## src/rtl/idxwin_pkg.sv

```systemverilog
package idxwin_pkg;
   localparam int BYTE_W      = 8;
   localparam int OFS_W       = 3;
   localparam logic [OFS_W-1:0] OFS_INDEX = 3'd1;
   localparam logic [OFS_W-1:0] OFS_DATA  = 3'd3;

   localparam logic [7:0] IX_CTRL   = 8'h01;
   localparam logic [7:0] IX_PLL_F  = 8'h02;
   localparam logic [7:0] IX_PLL_R  = 8'h03;
   localparam logic [7:0] IX_CABLE  = 8'h0b;
   localparam logic [7:0] IX_TIM    = 8'h0c;
   localparam logic [7:0] IX_SLC_LO = 8'h20;
   localparam logic [7:0] IX_SLC_HI = 8'h21;

   localparam int RUN_BIT       = 6;
   localparam int CABLE_BIT     = 2;
   localparam int TIM_PER_DRIVE = 8;
   localparam int DRIVES        = 2;

   // Low bit positions of the four counter slices (fixed by host software)
   localparam int SLC0_LO = 0;
   localparam int SLC1_LO = 8;
   localparam int SLC2_LO = 15;
   localparam int SLC3_LO = 23;
endpackage

```

## src/rtl/idxwin_meas_cnt.sv

```systemverilog
module idxwin_meas_cnt #(
   parameter int CNT_W = 30,
   parameter logic [CNT_W-1:0] CNT_INIT = '1
) (
   input  logic             clk,
   input  logic             rst_n,
   input  logic             run_i,
   input  logic             tick_i,
   output logic [CNT_W-1:0] cnt_o
);
   localparam logic [CNT_W-1:0] CNT_TOP = '1;

   if (CNT_W < 2) begin : g_bad_w
      $error("idxwin_meas_cnt: CNT_W too small");
   end

   logic [CNT_W-1:0] cnt_q;
   logic             step;

   assign step = run_i & tick_i;

   always_ff @(posedge clk or negedge rst_n) begin
      if (!rst_n)    cnt_q <= CNT_INIT;
      else if (step) cnt_q <= cnt_q - 1'b1;
   end

   assign cnt_o = cnt_q;

   p_hold_r4: assert property (@(posedge clk) disable iff (!rst_n)
      !step |=> $stable(cnt_o));
   p_wrap_r5: assert property (@(posedge clk) disable iff (!rst_n)
      (step && cnt_o == '0) |=> (cnt_o == CNT_TOP));
endmodule

```

## src/rtl/idxwin_pll_regs.sv

```systemverilog
module idxwin_pll_regs #(
   parameter int F_W = 7,
   parameter int R_W = 8
) (
   input  logic           clk,
   input  logic           rst_n,
   input  logic           we_f,
   input  logic           we_r,
   input  logic [7:0]     wdata,
   output logic [F_W-1:0] f_o,
   output logic [R_W-1:0] r_o
);
   if (F_W > 8 || R_W > 8 || F_W < 1 || R_W < 1) begin : g_bad_w
      $error("idxwin_pll_regs: field widths must be 1..8");
   end

   logic [F_W-1:0] f_q;
   logic [R_W-1:0] r_q;

   always_ff @(posedge clk or negedge rst_n) begin
      if (!rst_n) begin
         f_q <= '0;
         r_q <= '0;
      end else begin
         if (we_f) f_q <= wdata[F_W-1:0];
         if (we_r) r_q <= wdata[R_W-1:0];
      end
   end

   assign f_o = f_q;
   assign r_o = r_q;

   p_pll_hold_r7: assert property (@(posedge clk) disable iff (!rst_n)
      !(we_f || we_r) |=> $stable({f_o, r_o}));
endmodule

```

## src/rtl/idxwin_chan.sv

```systemverilog
module idxwin_chan
   import idxwin_pkg::*;
#(
   parameter int TIM_N = DRIVES * TIM_PER_DRIVE
) (
   input  logic                clk,
   input  logic                rst_n,
   input  logic                idx_we,
   input  logic                data_we,
   input  logic [7:0]          wdata,
   input  logic                cable_i,
   output logic [7:0]          idx_o,
   output logic                run_o,
   output logic [7:0]          rd_o,
   output logic [TIM_N*8-1:0]  timing_o
);
   localparam int TIM_AW = (TIM_N > 1) ? $clog2(TIM_N) : 1;
   localparam logic [7:0] IX_TIM_END = IX_TIM + 8'(TIM_N);

   if (TIM_N < 1 || IX_TIM + TIM_N > 256) begin : g_bad_tim
      $error("idxwin_chan: timing range does not fit the index space");
   end

   logic [7:0]        idx_q;
   logic [7:0]        ctrl_q;
   logic [7:0]        tim_q [TIM_N];
   logic              tim_hit;
   logic [7:0]        tim_ofs8;
   logic [TIM_AW-1:0] tim_ofs;

   always_ff @(posedge clk or negedge rst_n) begin
      if (!rst_n)      idx_q <= '0;
      else if (idx_we) idx_q <= wdata;
   end

   always_ff @(posedge clk or negedge rst_n) begin
      if (!rst_n)                             ctrl_q <= '0;
      else if (data_we && idx_q == IX_CTRL)   ctrl_q <= wdata;
   end

   assign tim_hit  = (idx_q >= IX_TIM) && (idx_q < IX_TIM_END);
   assign tim_ofs8 = idx_q - IX_TIM;
   assign tim_ofs  = tim_ofs8[TIM_AW-1:0];

   for (genvar g = 0; g < TIM_N; g++) begin : g_tim
      always_ff @(posedge clk or negedge rst_n) begin
         if (!rst_n)
            tim_q[g] <= '0;
         else if (data_we && tim_hit && tim_ofs == TIM_AW'(g))
            tim_q[g] <= wdata;
      end
      assign timing_o[g*8 +: 8] = tim_q[g];
   end

   always_comb begin
      rd_o = '0;
      if (idx_q == IX_CTRL)
         rd_o = ctrl_q;
      else if (idx_q == IX_CABLE)
         rd_o[CABLE_BIT] = cable_i;
      else if (tim_hit)
         rd_o = tim_q[tim_ofs];
   end

   assign idx_o = idx_q;
   assign run_o = ctrl_q[RUN_BIT];

   p_idx_hold_r2: assert property (@(posedge clk) disable iff (!rst_n)
      !idx_we |=> $stable(idx_o));
   p_ctrl_ignore_r10: assert property (@(posedge clk) disable iff (!rst_n)
      (data_we && idx_o != IX_CTRL) |=> $stable(run_o));
   p_tim_hold_r9: assert property (@(posedge clk) disable iff (!rst_n)
      !data_we |=> $stable(timing_o));
   p_tim_ignore_r8: assert property (@(posedge clk) disable iff (!rst_n)
      (data_we && idx_o == IX_CABLE) |=> $stable(timing_o));
endmodule

```

## src/rtl/idxwin_top.sv

```systemverilog
module idxwin_top
   import idxwin_pkg::*;
#(
   parameter int NUM_CH = 2,
   parameter int CNT_W  = 30,
   parameter logic [CNT_W-1:0] CNT_INIT = '1,
   parameter int RUN_CH = 0,
   parameter int PLL_CH = 1,
   parameter int F_W    = 7,
   parameter int R_W    = 8,
   parameter int TIM_N  = DRIVES * TIM_PER_DRIVE
) (
   input  logic                       clk,
   input  logic                       rst_n,
   input  logic [$clog2(NUM_CH)+2:0]  host_addr,
   input  logic                       host_wr,
   input  logic [7:0]                 host_wdata,
   output logic [7:0]                 host_rdata,
   input  logic                       ref_tick,
   input  logic [NUM_CH-1:0]          cable_40,
   output logic [F_W-1:0]             pll_fb,
   output logic [R_W-1:0]             pll_div,
   output logic [NUM_CH*TIM_N*8-1:0]  drv_timing
);
   localparam int CH_W = $clog2(NUM_CH);
   localparam logic [NUM_CH-1:0] RUN_SEL = NUM_CH'(1) << RUN_CH;

   if (NUM_CH != 2) begin : g_bad_ch
      $error("idxwin_top: counter slices are laid out for two windows");
   end
   if (CNT_W != 30) begin : g_bad_cnt
      $error("idxwin_top: slice positions assume a 30-bit counter");
   end
   if (RUN_CH >= NUM_CH || PLL_CH >= NUM_CH) begin : g_bad_sel
      $error("idxwin_top: RUN_CH or PLL_CH out of range");
   end

   logic [CH_W-1:0]   ch;
   logic [OFS_W-1:0]  ofs;
   logic [7:0]        ch_idx   [NUM_CH];
   logic [7:0]        ch_rd    [NUM_CH];
   logic [7:0]        slc_lo   [NUM_CH];
   logic [7:0]        slc_hi   [NUM_CH];
   logic [NUM_CH-1:0] ch_run;
   logic [NUM_CH-1:0] idx_we;
   logic [NUM_CH-1:0] data_we;
   logic [CNT_W-1:0]  cnt;
   logic              test_run;
   logic [7:0]        sel_idx;
   logic [7:0]        pll_part;
   logic [7:0]        slc_part;
   logic              pll_ch_sel;

   assign ch  = host_addr[OFS_W +: CH_W];
   assign ofs = host_addr[OFS_W-1:0];

   for (genvar c = 0; c < NUM_CH; c++) begin : g_ch
      assign idx_we[c]  = host_wr && (ch == CH_W'(c)) && (ofs == OFS_INDEX);
      assign data_we[c] = host_wr && (ch == CH_W'(c)) && (ofs == OFS_DATA);

      idxwin_chan #(.TIM_N(TIM_N)) u_chan (
         .clk      (clk),
         .rst_n    (rst_n),
         .idx_we   (idx_we[c]),
         .data_we  (data_we[c]),
         .wdata    (host_wdata),
         .cable_i  (cable_40[c]),
         .idx_o    (ch_idx[c]),
         .run_o    (ch_run[c]),
         .rd_o     (ch_rd[c]),
         .timing_o (drv_timing[c*TIM_N*8 +: TIM_N*8])
      );

      if (c == 0) begin : g_slc_low
         assign slc_lo[c] = cnt[SLC0_LO +: 8];
         assign slc_hi[c] = cnt[SLC1_LO +: 8];
      end else begin : g_slc_high
         assign slc_lo[c] = cnt[SLC2_LO +: 8];
         assign slc_hi[c] = {1'b0, cnt[CNT_W-1:SLC3_LO]};
      end
   end

   assign test_run = |(ch_run & RUN_SEL);

   idxwin_meas_cnt #(.CNT_W(CNT_W), .CNT_INIT(CNT_INIT)) u_cnt (
      .clk    (clk),
      .rst_n  (rst_n),
      .run_i  (test_run),
      .tick_i (ref_tick),
      .cnt_o  (cnt)
   );

   idxwin_pll_regs #(.F_W(F_W), .R_W(R_W)) u_pll (
      .clk   (clk),
      .rst_n (rst_n),
      .we_f  (data_we[PLL_CH] && ch_idx[PLL_CH] == IX_PLL_F),
      .we_r  (data_we[PLL_CH] && ch_idx[PLL_CH] == IX_PLL_R),
      .wdata (host_wdata),
      .f_o   (pll_fb),
      .r_o   (pll_div)
   );

   assign sel_idx    = ch_idx[ch];
   assign pll_ch_sel = (ch == CH_W'(PLL_CH));

   always_comb begin
      pll_part = '0;
      if (pll_ch_sel && sel_idx == IX_PLL_F) pll_part = 8'(pll_fb);
      else if (pll_ch_sel && sel_idx == IX_PLL_R) pll_part = 8'(pll_div);
   end

   always_comb begin
      slc_part = '0;
      if (sel_idx == IX_SLC_LO)      slc_part = slc_lo[ch];
      else if (sel_idx == IX_SLC_HI) slc_part = slc_hi[ch];
   end

   always_comb begin
      case (ofs)
         OFS_INDEX: host_rdata = sel_idx;
         OFS_DATA:  host_rdata = ch_rd[ch] | pll_part | slc_part;
         default:   host_rdata = '0;
      endcase
   end

   p_slice_live_r6: assert property (@(posedge clk) disable iff (!rst_n)
      (!host_wr && ofs == OFS_DATA && sel_idx == IX_SLC_LO && ch == '0 && !(test_run && ref_tick))
      |=> (ofs != OFS_DATA || sel_idx != IX_SLC_LO || ch != '0 || $stable(host_rdata)));
   p_offset_quiet_r11: assert property (@(posedge clk) disable iff (!rst_n)
      (host_wr && ofs != OFS_INDEX && ofs != OFS_DATA) |=> $stable(drv_timing));
endmodule

```

## config.mk

```make
export PLATFORM = sky130hd
export DESIGN_NAME = idxwin_top
export DESIGN_NICKNAME = d
export VERILOG_FILES = /design/src/rtl/idxwin_pkg.sv /design/src/rtl/idxwin_meas_cnt.sv /design/src/rtl/idxwin_pll_regs.sv /design/src/rtl/idxwin_chan.sv /design/src/rtl/idxwin_top.sv
export SDC_FILE = /design/constraint.sdc
export NUM_CORES = 1
export LEC_CHECK = 0
export CAP_MARGIN = 20
export CELL_PAD_IN_SITES_DETAIL_PLACEMENT = 1
export CELL_PAD_IN_SITES_GLOBAL_PLACEMENT = 2
export CORE_ASPECT_RATIO = 0.7
export CORE_MARGIN = 3
export CORE_UTILIZATION = 35
export CTS_CLUSTER_SIZE = 14
export DETAILED_ROUTE_END_ITERATION = 7
export GPL_TIMING_DRIVEN = 0
export PLACE_DENSITY = 0.75
export SETUP_SLACK_MARGIN = 0.2
export SLEW_MARGIN = 20
export SYNTH_ARGS = -nofsm -noshare
export SYNTH_HDL_FRONTEND = slang
export SYNTH_SLANG_ARGS = --single-unit
```

## constraint.sdc

```tcl
create_clock -name clk -period 6.5 [get_ports clk]
set_input_delay 0.975 -clock clk [delete_from_list [all_inputs] [get_ports clk]]
set_output_delay 0.975 -clock clk [all_outputs]
set_load 0.05 [all_outputs]
```

== Word-level counts from Yosys, hierarchy flattened ==
Cells that the tools add are included.

* Register bits: 333
* Input port bits: 18
* Output and inout port bits: 279
* Word-level logic and storage cells: 181

* $add $sub $neg: 3
* $lt $le $gt $ge: 7
* Eq/ne operators: 42
* Muxes and demuxes: 33
* Bitwise gates (word level): 7
* Reductions and logical operators: 50

{| class="wikitable"
|+ Operators with widths
! operator !! count
|-
| 2-to-1 mux 8 bit || 24
|-
| binary-select mux 8 bit (select 4 bit) || 2
|-
| equality test 4 bit, second input constant || 16
|-
| logical AND 1 bit || 48
|-
| equality test 4 x 3 -> 1 bit, second input constant || 8
|-
| equality test 8 x 2 -> 1 bit, second input constant || 4
|-
| subtractor 30 x 1 -> 30 bit, second input constant || 1
|-
| equality test 4 x 2 -> 1 bit, second input constant || 4
|-
| equality test 8 x 1 -> 1 bit, second input constant || 2
|-
| equality test 8 x 4 -> 1 bit, second input constant || 2
|-
| equality test 8 x 6 -> 1 bit, second input constant || 2
|-
| greater-or-equal comparator 8 x 4 -> 1 bit, second input constant || 2
|-
| < comparator 8 x 5 -> 1 bit, second input constant || 2
|-
| OR 8 bit || 2
|-
| one-hot mux 8 bit (2 select lines) || 1
|-
| greater-or-equal comparator 5 bit, second input constant || 2
|-
| 2-to-1 mux 5 bit || 2
|-
| inverter 4 -> 5 bit || 2
|-
| equality test 4 x 1 -> 1 bit, second input constant || 2
|-
| logical NOT 4 bit || 2
|-
| subtractor 4 bit, second input constant || 2
|-
| 2-to-1 mux 2 bit || 2
|-
| equality test 3 x 1 -> 1 bit, second input constant || 1
|-
| equality test 3 x 2 -> 1 bit, second input constant || 1
|-
| 5 further kinds || 6
|}

== Longest topological paths before layout ==
Gate-level depths: netlist (run 1).

* Word-level depth: 14
* Mapped depth: 10

== Modules after synthesis ==
A second synthesis (run 1) with hierarchy kept.

* Cells, all modules: 1141
* Area, all modules: 16743.6 µm²

{| class="wikitable"
|+ By module, submodules not included
! module !! instances !! cells each !! area an instance (µm²) !! sequential area each (µm²)
|-
| idxwin_chan at g_ch[1].u_chan || 1 || 433 || 6921.6 || 3603.5
|-
| idxwin_chan at g_ch[0].u_chan || 1 || 431 || 6866.6 || 3603.5
|-
| idxwin_meas_cnt || 1 || 118 || 1423.9 || 788.3
|-
| idxwin_top || 1 || 127 || 908.4 || 0.0
|-
| idxwin_pll_regs || 1 || 32 || 623.1 || 375.4
|}

== Least setup slack after synthesis (run 1) ==
No wires, ideal clock.

* Path kind: input port to output port
* From: input port host_addr[3]
* To: output port host_rdata[2]
* Data arrival time: 3.595 ns
* Required time: 5.525 ns
* Path slack: 1.930 ns
* Cell stages on the path: 6
* Cell sequence: clkbuf_1 > mux2i_1 > inv_1 > a2111oi_4 > a221oi_1 > a221oi_1

* Longest elaborated chain between the ends: 11
* Elaborated cells on any way between the ends: 26
* Classes of those cells: eq/ne: 4; mux: 17; bitwise: 3; reduce/logical: 2

{| class="wikitable"
|+ Ends and longest elaborated chain
! item !! line !! RTL
|-
| start: declaration || idxwin_top.sv:15 || <nowiki>input logic [$clog2(NUM_CH)+2:0] host_addr,</nowiki>
|-
| inverter 1 -> 2 bit (not written as such) || - ||
|-
| 2-to-1 mux 8 bit (not written as such) (3 in a row) || idxwin_top.sv:103 || <nowiki>assign sel_idx = ch_idx[ch];</nowiki>
|-
| equality test 8 x 2 -> 1 bit || idxwin_top.sv:109 || <nowiki>else if (pll_ch_sel && sel_idx == IX_PLL_R) pll_part = 8'(pll_div);</nowiki>
|-
| logical AND 1 bit || idxwin_top.sv:109 ||
|-
| 2-to-1 mux 8 bit || idxwin_top.sv:109 ||
|-
| 2-to-1 mux 8 bit || idxwin_top.sv:108 || <nowiki>if (pll_ch_sel && sel_idx == IX_PLL_F) pll_part = 8'(pll_fb);</nowiki>
|-
| OR 8 bit (2 in a row) || idxwin_top.sv:121 || <nowiki>OFS_DATA: host_rdata = ch_rd[ch] | pll_part | slc_part;</nowiki>
|-
| one-hot mux 8 bit (2 select lines) * || idxwin_top.sv:119 || <nowiki>case (ofs)</nowiki>
|-
| end: declaration || idxwin_top.sv:18 || <nowiki>output logic [7:0] host_rdata,</nowiki>
|}

Every way passes the cells marked *; elsewhere a longest branch is shown, timed or not. The select of a mux whose other input is x is not followed.

== Final worst setup path (run 1) ==
* From: register g_ch[0].u_chan.idx_q[2]
* To: output port host_rdata[0]

* Longest elaborated chain between the ends: 14
* Elaborated cells on any way between the ends: 32
* Classes of those cells: add/sub: 1; order compare: 2; eq/ne: 6; mux: 17; bitwise: 3; reduce/logical: 3

{| class="wikitable"
|+ Ends and longest elaborated chain
! item !! line !! RTL
|-
| start: declaration || idxwin_chan.sv:24 || <nowiki>logic [7:0] idx_q;</nowiki>
|-
| start signal: assignment || idxwin_chan.sv:33 || <nowiki>else if (idx_we) idx_q <= wdata;</nowiki>
|-
| subtractor 4 bit || idxwin_chan.sv:42 || <nowiki>assign tim_ofs8 = idx_q - IX_TIM;</nowiki>
|-
| inverter 4 -> 5 bit (not written as such) || idxwin_chan.sv:62 || <nowiki>rd_o = tim_q[tim_ofs];</nowiki>
|-
| binary-select mux 8 bit (select 4 bit) || idxwin_chan.sv:62 ||
|-
| 2-to-1 mux 8 bit (not written as such) (2 in a row) || idxwin_chan.sv:62 ||
|-
| 2-to-1 mux 8 bit || idxwin_chan.sv:61 || <nowiki>else if (tim_hit)</nowiki>
|-
| 2-to-1 mux 2 bit || idxwin_chan.sv:59 || <nowiki>else if (idx_q == IX_CABLE)</nowiki>
|-
| 2-to-1 mux 8 bit || idxwin_chan.sv:57 || <nowiki>if (idx_q == IX_CTRL)</nowiki>
|-
| 2-to-1 mux 8 bit (not written as such) (3 in a row) || idxwin_top.sv:121 ||
|-
| OR 8 bit || idxwin_top.sv:121 ||
|-
| OR 8 bit * || idxwin_top.sv:121 ||
|-
| one-hot mux 8 bit (2 select lines) * || idxwin_top.sv:119 ||
|}

Marks and branches as above.

==> out/results.tsv, run 1 <==
stage	metric	value	unit
routing	route.vias.total	11590	
finish	drive_gt1_frac	0.3467	
timing	fmax	0.1722	GHz
finish	fin_nets	1492	
die	fp.coreArea	0.04452	mm^2
yosys	syn_avg_cell_area	14.14	um^2
grt	grt_max_degree	98	
yosys	ys_seq_area_frac	0.5211	
worst_setup_path	worstSetupPathType	flip-flop to primary output	
yosys	netlist_area	0.01606	mm^2
worst_setup_path	path_max_fanout	10	
clocking	cts_resized	0	
worst_setup_path	crit_path_end_kind	primary output	
placed_design	dpl_worst_slack	1.186	ns
clocking	cts-root-buf	clkbuf_16	
power	total_leakage_power	9.503	nW
power	ir_drop	0.1732	mV
routing	wl_per_cell	29.37	um
clocking	htree_levels	2	
routing	drt_iter0_drc	924	
clocking	ctsHoldBuffers	0	
timing	finalCritPeriodShare	0.8934	
worst_setup_path	required	5.52	ns
finish	final_util	0.4721	
yosys	ys_ff_latch	333	
worst_setup_path	crit_path_start_kind	flip-flop	
yosys	syn_nets	1163	
worst_setup_path	cpMostUsedCell	clkbuf_1	
clocking	cts.sinks	333	
outcome	status	finished, final reports clean	
placed_design	gp_congestion	0.8499	
die	dieWidth	262.1	um
yosys	synth_edf_count	0	
worst_setup_path	critical_path.cell_chain	inv_1 > ha_1 > clkbuf_1 > clkbuf_1 > mux4_2 > a22oi_1 > a221oi_1 > clkdlybuf4s50_1	
grt	grt_pass1_vias	12810	
clocking	cts_setup_buffers	0	
timing	holdWs	0.4186	ns
die	initial_utilization	0.3608	
die	fp.dieH	185.2	um
yosys	syn_inst	1136	
worst_setup_path	critPathArrivalTime	4.83	ns
placed_design	io_buffers	287	
grt	grtUsageTotal	0.2527	
routing	first_pass_iters	5	
worst_hold_path	hold_class	input pin to asynchronous set/reset pin	
clocking	clock_latency	0.55	ns
timing	worstMarginPinSlew	1.006	ns
timing	final-hold-violation-count	0	
clocking	cts_tree	yes	
timing	fin_ws	0.6930	ns
placed_design	place_inst	2020	
worst_setup_path	max_stage_delay	0.91	ns
power	powerDensity	269.1	mW/mm^2
grt	grt_pass1_wl	89420	um
timing	final.setup.tns	0	ns
timing	post-route-min-period	5.807	ns
routing	ant_nets	0	
placed_design	post-dp-hpwl	45280	um
placed_design	placed_cell_area	0.01977	mm^2
routing	via_per_inst	5.554	
die	dieArea	0.04854	mm^2
die	ios	297	
timing	clock_skew	0.02531	ns
grt	grt-ovfl-total	0	
worst_setup_path	critPathSlowestCell	clkdlybuf4s50_1	
clocking	clk_path_buf_depth	3	
routing	wl	61270	um
flow_run	cap_viol_max_count	0	
yosys	synth_warnings	0	
yosys	ys_async_sr_fraction	1.000	
finish	fin_area	0.02102	mm^2
timing	max_slew_margin	0.3211	
timing	rsz0062_at_grt	false	
finish	area_growth	30.85	%
die	rows	64	
yosys	synth_flop_cell	dfrtp_1	
clocking	clkTransAtPathRegs	0.06	ns
grt	antenna_found_initial	1	
finish	final_cells	2086	
power	p_total	5.657	mW
timing	setup_violations	0	
clocking	cts_buffers	37	
routing	drc	0	
yosys	ys_types	62	
timing	slew_viol_final	0	
==> worst max-delay path, delay by kind of cell, from the launching register on <==
family          cells  cell delay [ns]
compound gates      2             0.73
fa+ha+maj           1             0.34
buf+inv             4             2.32
flops               1             0.52
mux                 1             0.37
==> Yosys cell counts (all sizes together), types with 8 or more instances <==
library cell | count | share of area
mux2 | 317 | 0.22
a31oi | 8 | 0.0031
inv | 20 | 0.0047
nor2 | 25 | 0.0066
dfstp | 30 | 0.049
or3 | 8 | 0.0037
a221oi | 9 | 0.0049
xnor2 | 10 | 0.0055
and2 | 8 | 0.0031
ha | 9 | 0.0070
mux2i | 30 | 0.019
o21ai | 21 | 0.0065
clkbuf | 48 | 0.011
mux4 | 64 | 0.090
dfrtp | 303 | 0.47
nor2b | 8 | 0.0031
nor4 | 9 | 0.0075
nor3 | 15 | 0.0060
nand3 | 23 | 0.0075
xor2 | 19 | 0.010
buf | 26 | 0.0085
nand2 | 54 | 0.013
a21oi | 11 | 0.0034
==> where the power goes <==
part,internal [mW],total [mW],switching (mW)
Combinational,0.402,1.15,0.746
Clock,1.29,2.19,0.898
Sequential,2.20,2.32,0.123
Total,3.89,5.66,1.77
==> metal layers <==
layer  part of all wire  vias up  track usage
li1                   -     4887            -
met1               0.46     6303       0.3632
met2               0.45      339       0.3858
met3              0.073       56      0.07202
met4              0.015        0      0.04384
met5                  0        -            0
==> flip-flops by register name, indices dropped and copies added (netlist names) <==
register,flops
g_ch.u_chan.timing_o,256
u_cnt.cnt_o,30
g_ch.u_chan.ctrl_q,16
g_ch.u_chan.idx_o,16
u_pll.r_o,8
u_pll.f_o,7
==> placed cells by master (no fill, tap or decap), types with 12 or more instances in the layout <==
| cell | Yosys | routed |
|---|---|---|
| mux2_2 | 317 | 317 |
| dfrtp_1 | 303 | 303 |
| clkdlybuf4s50_1 | 0 | 286 |
| mux4_2 | 64 | 64 |
| clkbuf_1 | 48 | 56 |
| nand2_1 | 51 | 51 |
| clkbuf_16 | 0 | 38 |
| mux2i_1 | 30 | 30 |
| dfstp_2 | 30 | 30 |
| nand3_1 | 22 | 22 |
| o21ai_0 | 21 | 21 |
| nor2_1 | 20 | 20 |
| inv_1 | 19 | 19 |
| xor2_1 | 19 | 19 |
| buf_2 | 16 | 16 |
| nor3_1 | 12 | 12 |
==> logic make-up after synthesis <==
kind of cell             after synthesis  share of synthesized area
XOR/XNOR                              29                    0.01581
buffers and inverters                 94                    0.02438
AND/OR/NAND/NOR                      172                    0.06052
adder cells (fa/ha/maj)                9                   0.007011
flip-flops                           333                     0.5211
multiplexers                         411                     0.3307
AO/OA/AOI/OAI                         88                    0.04051
==> final cells by class <==
cell class / instances / area, um^2
Sequential cell: 333 / 8371
Timing Repair Buffer: 290 / 2960
Clock inverter: 11 / 157.7
Antenna cell: 1 / 2.502
Buffer: 74 / 316.6
Multi-Input combinational cell: 709 / 7301
Fill cell: 4545 / 23510
Clock buffer: 54 / 1091
Tap cell: 594 / 743.2
Inverter: 20 / 75.07
==> final timing paths <==
path	from	end	slack (ns)	cells past startpoint
max	g_ch[0].u_chan.idx_o[2]$_DFFE_PN0P_	host_rdata[0]	0.69	8
min	rst_n	g_ch[0].u_chan.timing_o[38]$_DFFE_PN0P_	0.42	1
max reg2reg	g_ch[1].u_chan.idx_o[0]$_DFFE_PN0P_	g_ch[1].u_chan.timing_o[30]$_DFFE_PN0P_	3.52	7
min reg2reg	u_cnt.cnt_o[0]$_DFFE_PN1P_	u_cnt.cnt_o[0]$_DFFE_PN1P_	0.49	1
max in group asynchronous	rst_n	g_ch[1].u_chan.timing_o[73]$_DFFE_PN0P_	4.72	3
min in group clk	u_cnt.cnt_o[0]$_DFFE_PN1P_	u_cnt.cnt_o[0]$_DFFE_PN1P_	0.49	1
No activity file was read; power rests on OpenSTA's default activity.
==> run 2: changes to the inputs <==
RECOVER_POWER = 25   (was not set)
==> run 2 against run 1 <==
The flow now finishes with violations (capacitance limit, slew limit). Clock skew hardly changed. Total power hardly changed. Global-route usage stayed put. Worst setup slack hardly changed. Die area stayed put. Highest routed layer unchanged.
==> out/results.tsv, run 2 (same netlist as run 1, synthesis figures left out) <==
stage	metric	value	unit
placed_design	placed_cell_area	0.01977	mm^2
clocking	ctsHoldBuffers	0	
routing	wl_per_cell	29.36	um
clocking	cts_setup_buffers	0	
die	dieArea	0.04854	mm^2
worst_setup_path	max_stage_delay	0.91	ns
worst_setup_path	critical_path.cell_chain	inv_1 > ha_1 > clkbuf_1 > clkbuf_1 > mux4_2 > a22oi_1 > a221oi_1 > clkdlybuf4s50_1	
worst_setup_path	cp-startpoint	g_ch[0].u_chan.idx_o[2]$_DFFE_PN0P_	
clocking	clk_path_buf_depth	3	
clocking	clkTransAtPathRegs	0.06	ns
power	ir_drop	0.1732	mV
placed_design	post-dp-hpwl	45280	um
power	powerDensity	269.3	mW/mm^2
worst_setup_path	critPathArrivalTime	4.83	ns
worst_setup_path	path_max_fanout	10	
grt	grt_pass1_wl	89420	um
clocking	htree_levels	2	
worst_setup_path	crit_path_end_kind	primary output	
worst_hold_path	hold_class	flip-flop to flip-flop	
routing	drc	0	
routing	first_pass_iters	5	
timing	final-hold-violation-count	0	
finish	fin_area	0.02101	mm^2
finish	drive_gt1_frac	0.3461	
outcome	violations	capacitance limit, slew limit	
finish	final_common_cell	mux2_2	
worst_setup_path	critPathSlowestCell	clkdlybuf4s50_1	
die	ios	297	
finish	final_cell_mix	mux2_2 (317), dfrtp_1 (303), clkdlybuf4s50_1 (286), mux4_2 (64), clkbuf_1 (57)	
finish	largest_register_ffs	256	
timing	fmax	0.1722	GHz
worst_setup_path	ff2ff_path_depth	7	
finish	area_growth	30.78	%
routing	via_per_inst	5.553	
timing	rsz0062_at_grt	false	
timing	max_slew_margin	-1.852	
clocking	cts_resized	0	
die	rows	64	
clocking	cts-root-buf	clkbuf_16	
timing	finalCritPeriodShare	0.8934	
die	initial_utilization	0.3608	
timing	slew_viol_final	71	
worst_setup_path	worstSetupPathType	flip-flop to primary output	
grt	grt_max_degree	98	
flow_run	cap_viol_max_count	1	
grt	grt_pass1_vias	12810	
finish	final_cells	2086	
worst_setup_path	reg2reg_from	g_ch[1].u_chan.idx_o[0]$_DFFE_PN0P_	
clocking	cts_tree	yes	
routing	wl	61250	um
finish	fill_cells	4546	
grt	grt-ovfl-total	0	
power	total_leakage_power	9.497	nW
clocking	clock_latency	0.55	ns
worst_setup_path	reg2reg_to	g_ch[1].u_chan.timing_o[30]$_DFFE_PN0P_	
placed_design	place_inst	2020	
die	fp.dieH	185.2	um
worst_setup_path	crit_path_start_kind	flip-flop	
outcome	status	complete, but fails checks	
finish	fin_nets	1492	
routing	route.vias.total	11580	
worst_setup_path	required	5.52	ns
timing	setup_violations	0	
clocking	cts.sinks	333	
finish	final_util	0.4718	
grt	antenna_found_initial	1	
worst_setup_path	cpMostUsedCell	clkbuf_1	
placed_design	io_buffers	287	
timing	post-route-min-period	5.807	ns
routing	ant_nets	0	
placed_design	gp_congestion	0.8499	
routing	drt_iter0_drc	924	
power	p_total	5.657	mW
worst_setup_path	endpoint	host_rdata[0]	
timing	worstMarginPinSlew	4.278	ns
clocking	cts_buffers	37	
timing	clock_skew	0.02557	ns
die	dieWidth	262.1	um
worst_setup_path	rrSetupSlack	3.52	ns
grt	grtUsageTotal	0.2527	
die	fp.coreArea	0.04452	mm^2
[run 2: cell types whose count changed in the layout (fill, tap and decap cells not counted), sizes merged]
cell	before	now
buf	30	29
clkbuf	102	103
[run 2: worst min-delay path by stage]
stage | endpoint | cells after the start | startpoint | slack, ns
CTS | g_ch[0].u_chan.timing_o[58]$_DFFE_PN0P_ | 1 | rst_n | 0.43
detailed placement | g_ch[1].u_chan.ctrl_q[7]$_DFFE_PN0P_ | 1 | g_ch[1].u_chan.ctrl_q[7]$_DFFE_PN0P_ | 0.49
floorplan | u_cnt.cnt_o[1]$_DFFE_PN1P_ | 2 | u_cnt.cnt_o[1]$_DFFE_PN1P_ | 0.46
global route | u_cnt.cnt_o[0]$_DFFE_PN1P_ | 1 | u_cnt.cnt_o[0]$_DFFE_PN1P_ | 0.51
finish | u_cnt.cnt_o[0]$_DFFE_PN1P_ | 1 | u_cnt.cnt_o[0]$_DFFE_PN1P_ | 0.49
global placement | u_cnt.cnt_o[1]$_DFFE_PN1P_ | 2 | u_cnt.cnt_o[1]$_DFFE_PN1P_ | 0.48
[run 2: power breakdown]
group / internal, mW / leakage, nW / switching, mW
Combinational: 0.402 / 4.38 / 0.746
Clock: 1.29 / 0.613 / 0.898
Sequential: 2.20 / 4.51 / 0.123
[run 2: per-layer routing]
metal	GRT usage	up-vias	wire [um]
li1	-	4888	-
met1	0.3632	6304	28440
met2	0.3858	335	27480
met3	0.07202	56	4444
met4	0.04384	0	894
met5	0	-	0
[run 2: worst max-delay path, delay by kind of cell (launching register included)]
kind / cells / cell delay (ns)
buffers and inverters: 4 / 2.32
AOI/OAI and AO/OA: 2 / 0.73
DFF: 1 / 0.52
muxes: 1 / 0.37
adders and majority gates: 1 / 0.34
[run 2: layout make-up]
cell class	instances	area, um^2	area share
repair buffers	290	2949	0.1404
clock buffers	54	1091	0.05194
plain buffers	74	316.6	0.01507
inverters	20	75.07	0.003574
clock inverters	11	157.7	0.007505
diodes	1	2.502	0.0001191
flip-flops and latches	333	8371	0.3985
multi-input cells	709	7301	0.3475
well taps	594	743.2	0.03538
[run 2: through the flow]
stage          setup TNS, ns  hold slack, ns  setup WS, ns
5_1_grt                    0          0.5095        0.5606
3_5_place_dp               0          0.4886         1.186
6_report                   0          0.4941        0.6930
4_1_cts                    0          0.4329        0.6944
3_3_place_gp        -3363.66          0.4791        -10.56
2_1_floorplan              0          0.4649         1.930
==> run 3: changes to the inputs <==
HOLD_SLACK_MARGIN = 0.06   (was not set)
==> results of run 3 <==
Same layout as run 2: the final DEF is identical, and so are final timing and power.
